`config.mk`:
```
export PLATFORM = sky130hd
export DESIGN_NAME = alu8_core
export DESIGN_NICKNAME = d
export VERILOG_FILES = /design/src/rtl/alu8_pkg.sv /design/src/rtl/alu8_addsub.sv /design/src/rtl/alu8_mul.sv /design/src/rtl/alu8_div.sv /design/src/rtl/alu8_core.sv
export SDC_FILE = /design/constraint.sdc
export NUM_CORES = 1
export LEC_CHECK = 0
export BUFFER_PORTS_ARGS = -buffer_cell sky130_fd_sc_hd__buf_2
export CAP_MARGIN = 0
export CORE_UTILIZATION = 45
export DETAILED_ROUTE_END_ITERATION = 8
export GPL_TIMING_DRIVEN = 0
export PLACE_DENSITY = 0.65
export SYNTH_ARGS = -nofsm -noshare
export SYNTH_HDL_FRONTEND = slang
export SYNTH_HIERARCHICAL = 1
export SYNTH_SLANG_ARGS = --single-unit
```
`constraint.sdc`:
```
create_clock -name clk -period 18.01 [get_ports clk]
set_input_delay 0.9005 -clock clk [delete_from_list [all_inputs] [get_ports clk]]
set_output_delay 0.9005 -clock clk [all_outputs]
set_load 0.05 [all_outputs]
```
`src/rtl/alu8_pkg.sv`:
```
package alu8_pkg;
    localparam int DW = 8;

    typedef enum logic [2:0] {
        OP_ADD  = 3'd0,
        OP_ADDC = 3'd1,
        OP_SUBB = 3'd2,
        OP_MUL  = 3'd3,
        OP_DIV  = 3'd4
    } alu_op_e;

    // status byte bit positions; neighbours decode these
    localparam int ST_CY  = 7;
    localparam int ST_HC  = 6;
    localparam int ST_OV  = 2;
    localparam int ST_PAR = 0;
endpackage

```
`src/rtl/alu8_addsub.sv`:
```
module alu8_addsub #(
    parameter int W = 8
) (
    input  logic [W-1:0] a,
    input  logic [W-1:0] b,
    input  logic         cin,
    input  logic         sub,
    output logic [W-1:0] sum,
    output logic         cy_out,
    output logic         hc_out,
    output logic         ov_out
);
    localparam int HALF = W / 2;

    logic [W-1:0] b_eff;
    logic [W:0]   carry;

    assign b_eff    = sub ? ~b : b;
    assign carry[0] = sub ? ~cin : cin;

    for (genvar i = 0; i < W; i++) begin : g_bit
        assign sum[i]     = a[i] ^ b_eff[i] ^ carry[i];
        assign carry[i+1] = (a[i] & b_eff[i]) | (carry[i] & (a[i] ^ b_eff[i]));
    end

    // in subtract mode a missing carry means a borrow
    assign cy_out = carry[W] ^ sub;
    assign hc_out = carry[HALF] ^ sub;
    assign ov_out = carry[W] ^ carry[W-1];
endmodule

```
`src/rtl/alu8_mul.sv`:
```
module alu8_mul #(
    parameter int W = 8
) (
    input  logic [W-1:0]   a,
    input  logic [W-1:0]   b,
    output logic [2*W-1:0] prod
);
    localparam int PW = 2 * W;

    logic [PW-1:0] part [0:W];

    assign part[0] = '0;
    for (genvar i = 0; i < W; i++) begin : g_row
        logic [PW-1:0] row;
        assign row       = {{W{1'b0}}, (a & {W{b[i]}})} << i;
        assign part[i+1] = part[i] + row;
    end
    assign prod = part[W];
endmodule

```
`src/rtl/alu8_div.sv`:
```
module alu8_div #(
    parameter int W = 8
) (
    input  logic [W-1:0] dividend,
    input  logic [W-1:0] divisor,
    output logic [W-1:0] quot,
    output logic [W-1:0] rem
);
    logic [W-1:0] r [0:W];

    assign r[0] = '0;
    for (genvar k = 0; k < W; k++) begin : g_stage
        localparam int BI = W - 1 - k;
        logic [W:0] trial;
        logic [W:0] diff;
        assign trial    = {r[k], dividend[BI]};
        assign diff     = trial - {1'b0, divisor};
        assign quot[BI] = ~diff[W];
        assign r[k+1]   = diff[W] ? trial[W-1:0] : diff[W-1:0];
    end
    assign rem = r[W];
endmodule

```
`src/rtl/alu8_core.sv`:
```
module alu8_core
    import alu8_pkg::*;
#(
    parameter int W = DW
) (
    input  logic         clk,
    input  logic         rst_n,
    input  logic         in_valid,
    input  logic [2:0]   op,
    input  logic         use_imm,
    input  logic [W-1:0] acc_in,
    input  logic [W-1:0] b_in,
    input  logic [W-1:0] imm_in,
    input  logic [W-1:0] psw_in,
    output logic         out_valid,
    output logic [W-1:0] acc_out,
    output logic [W-1:0] b_out,
    output logic [W-1:0] psw_out
);
    logic [W-1:0]   operand;
    logic           as_sub;
    logic           as_cin;
    logic [W-1:0]   as_sum;
    logic           as_cy, as_hc, as_ov;
    logic [2*W-1:0] mul_p;
    logic [W-1:0]   div_q, div_r;
    logic           div_zero;

    logic [W-1:0] acc_nx, b_nx, psw_nx;

    assign operand  = use_imm ? imm_in : b_in;
    assign as_sub   = (op == OP_SUBB);
    assign as_cin   = (op == OP_ADD) ? 1'b0 : psw_in[ST_CY];
    assign div_zero = (b_in == '0);

    alu8_addsub #(.W(W)) u_addsub (
        .a      (acc_in),
        .b      (operand),
        .cin    (as_cin),
        .sub    (as_sub),
        .sum    (as_sum),
        .cy_out (as_cy),
        .hc_out (as_hc),
        .ov_out (as_ov)
    );

    alu8_mul #(.W(W)) u_mul (
        .a    (acc_in),
        .b    (b_in),
        .prod (mul_p)
    );

    alu8_div #(.W(W)) u_div (
        .dividend (acc_in),
        .divisor  (b_in),
        .quot     (div_q),
        .rem      (div_r)
    );

    always_comb begin
        acc_nx = acc_in;
        b_nx   = b_in;
        psw_nx = psw_in;
        unique case (op)
            OP_ADD, OP_ADDC, OP_SUBB: begin
                acc_nx         = as_sum;
                psw_nx[ST_CY]  = as_cy;
                psw_nx[ST_HC]  = as_hc;
                psw_nx[ST_OV]  = as_ov;
                psw_nx[ST_PAR] = ^as_sum;
            end
            OP_MUL: begin
                acc_nx         = mul_p[W-1:0];
                b_nx           = mul_p[2*W-1:W];
                psw_nx[ST_CY]  = 1'b0;
                psw_nx[ST_OV]  = (mul_p[2*W-1:W] != '0);
                psw_nx[ST_PAR] = ^mul_p[W-1:0];
            end
            OP_DIV: begin
                psw_nx[ST_CY] = 1'b0;
                psw_nx[ST_OV] = div_zero;
                if (!div_zero) begin
                    acc_nx = div_q;
                    b_nx   = div_r;
                end
                psw_nx[ST_PAR] = div_zero ? ^acc_in : ^div_q;
            end
            default: begin
                acc_nx = acc_in;
            end
        endcase
    end

    always_ff @(posedge clk) begin
        if (!rst_n) begin
            out_valid <= 1'b0;
            acc_out   <= '0;
            b_out     <= '0;
            psw_out   <= '0;
        end else begin
            out_valid <= in_valid;
            if (in_valid) begin
                acc_out <= acc_nx;
                b_out   <= b_nx;
                psw_out <= psw_nx;
            end
        end
    end
endmodule

```
==> impl_metrics.csv <==
group,metric,value,unit
cells_and_area,fin_util,0.5165,
yosys,yosysWarnings,6,
sta,hold_violations,0,
routing,viasPerCell,5.626,
worst_hold_path,holdCritStartpoint,"psw_out[6]",
cells_and_area,drive_above_1_share,0.1773,
global_routing,grt_max_degree,21,
setup_path,cp_slowest_cell,"fa_1",
yosys,synth_edf_count,0,
setup_path,critical_path_class,"in2reg",
yosys,avgSynthCellArea,7.952,µm²
worst_hold_path,min-delay-path-class,"reg2reg",
cells_and_area,final_cell_mix,"inv_1, ha_1, nand2_1",
yosys,ys.flop_type,"dfxtp_1",
placed_design,place.gp.congestion,0.8707,
sta,maxSlewHeadroom,0.4417,
sta,fin_crit,17.05,ns
cts,htree_num_levels,1,
yosys,yosysSeqAreaShare,0.06081,
cts,numClockSinks,25,
placed_design,dp_slack,-3.276,ns
setup_path,reg2regPathDepth,2,
sta,setup_viol,0,
floorplan,die-area,18830,µm²
routing,num_vias,7573,
worst_hold_path,min_to,"psw_out[6]",
setup_path,endpoint_kind,"flip-flop",
floorplan,start_util,0.4582,
global_routing,grt_pass1_wl,34710,µm
yosys,ys_ff_latch,25,
cts,cts_tree,"done",
yosys,synthCells,1035,
setup_path,cp.required,18.16,ns
cts,holdBufCountCts,0,
placed_design,post-dp-hpwl,16800,µm
flow_run,cap_viol_max_count,0,
global_routing,grt_antenna_before_repair,0,
cells_and_area,fin_nets,1298,
routing,drc,0,
yosys,synth_fa_ha_area_frac,0.2615,
sta,tightestPinTransition,0.8375,ns
cts,cts-root-buf,"clkbuf_16",
cts,cts_buffer_depth,2,
setup_path,start_kind,"input port",
yosys,syn-cell-area,8230,µm²
floorplan,core-area,17960,µm²
setup_path,cp_max_fo,13,
yosys,yosys.area_share.xor_xnor,0.1084,
floorplan,ios,64,
cells_and_area,final_cells,1346,
setup_path,regToRegEndpoint,"acc_out[5]",
routing,drt_iter0_drc,462,
yosys,synth_top_family_by_area,"adder cells",
cts,numCtsBuffers,3,
setup_path,arrival,17.20,ns
routing,wl_per_cell,15.89,µm
cells_and_area,final_common_cell,"inv_1",
setup_path,reg2reg_slack,17.28,ns
cts,clk_pin_slew_worst_paths,0.07,ns
yosys,synth_compound_area_frac,0.2311,
floorplan,die_width,137.2,µm
sta,finClkSkew,0,ns
setup_path,reg2reg_from,"acc_out[5]",
placed_design,placed_area,8820,µm²
placed_design,port_buffers,59,
yosys,synth_mux_area_frac,0.06142,
cells_and_area,fin_area,9279,µm²
yosys,synth-async-reset-ratio,0,
cts,clk_latency,0.26,ns
routing,drt_wl_total,21380,µm
floorplan,die_h,137.2,µm
sta,fmax,0.05863,GHz
worst_hold_path,holdPathStages,1,
yosys,ys_types,97,
cells_and_area,area_growth,12.74,%
floorplan,row_count,49,
yosys,yosys.area_share.simple,0.1979,
routing,first_pass_iters,6,
status,status,"completed",
placed_design,dp_cells,1325,
cells_and_area,antenna-diode-count,0,
global_routing,grt_pass1_vias,7141,
sta,setup_ws,0.9552,ns
setup_path,max_stage_delay,0.46,ns
global_routing,grt_use_total,0.2289,
routing,ant_nets,0,
global_routing,gr-total-overflow,0,
sta,final-max-slew-violation-count,0,
sta,period_share,0.9470,
worst max-delay path: cells and delay by family:
| kind | cells | cell delay (ns) |
|---|---|---|
| multiplexers | 3 | 0.49 |
| AO/OA/AOI/OAI | 37 | 6.65 |
| AND/OR/NAND/NOR | 19 | 3.07 |
| buffers and inverters | 12 | 1.80 |
| XOR/XNOR | 7 | 1.00 |
| adder cells (fa/ha/maj) | 9 | 3.23 |
worst max path at each step:
stage / start / to / slack [ns]
detailed placement: b_in[1] / psw_out[0] / -3.28
finish: acc_in[7] / psw_out[0] / 0.96
floorplan: b_in[1] / psw_out[0] / 0.80
global route: acc_in[7] / psw_out[0] / -0.09
global placement: b_in[1] / psw_out[0] / -3.07
CTS: acc_in[7] / psw_out[0] / 0.01
metal layers:
metal | wire length, µm | GRT usage | share of wire | up-vias
li1 | - | - | - | 3777
met3 | 915 | 0.01472 | 0.043 | 17
met5 | 0 | 0 | 0 | -
met2 | 9756 | 0.3729 | 0.46 | 156
met4 | 200 | 0.03297 | 0.0094 | 0
met1 | 10510 | 0.3361 | 0.49 | 3623
synthesized netlist by cell type (all sizes together) (14+ instances only):
library cell / n / area, µm²
mux2: 16 / 180.2
o21ai: 51 / 266.5
nand3: 21 / 110.1
o21bai: 14 / 105.1
dfxtp: 25 / 500.5
nor2b: 27 / 168.9
a21oi: 73 / 406.6
a22oi: 16 / 120.1
mux2i: 30 / 325.3
ha: 92 / 1151
fa: 49 / 980.9
a21o: 16 / 127.6
nand2: 85 / 331.6
xor2: 22 / 219.0
and2: 51 / 319.1
nor2: 60 / 237.7
xnor2: 76 / 673.2
nor3: 23 / 115.1
inv: 126 / 483.0
flip-flops by register name (all words and copies together), names as in the netlist:
name / cells
psw_out: 8
acc_out: 8
out_valid: 1
b_out: 8
final cells by class:
cell class | count | area (µm²)
Fill cell | 1760 | 8685
Multi-Input combinational cell | 860 | 7292
Sequential cell | 25 | 500.5
Inverter | 127 | 493.0
Timing Repair Buffer | 78 | 452.9
Tap cell | 229 | 286.5
Buffer | 23 | 171.4
Clock buffer | 3 | 75.07
Clock inverter | 1 | 7.507
timing repair:
action / in CTS / in global routing
gates resized for setup: 28 / 36
setup endpoints to repair: 10 / 10
buffers inserted: 5 / 14
pin swaps: 3 / 13
stage by stage:
| step | setup TNS, ns | hold WS (ns) |
|---|---|---|
| floorplan | 0 | 0.6837 |
| global placement | -25.72 | 0.4612 |
| detailed placement | -27.87 | 0.4662 |
| CTS | 0 | 0.4823 |
| global route | -0.08635 | 0.4939 |
| finish | 0 | 0.4856 |
kinds of logic (layout without fill, tap and decap cells):
family / count (synthesis) / in the layout
AND/OR/NAND/NOR: 312 / 312
AO/OA/AOI/OAI: 258 / 258
buffers and inverters: 152 / 232
adder cells (fa/ha/maj): 143 / 143
XOR/XNOR: 98 / 98
multiplexers: 46 / 46
flip-flops: 25 / 25
other: 1 / 3
Power is not shown: default switching activity piles up to over one toggle a cycle in this logic, so the estimate is an artifact.
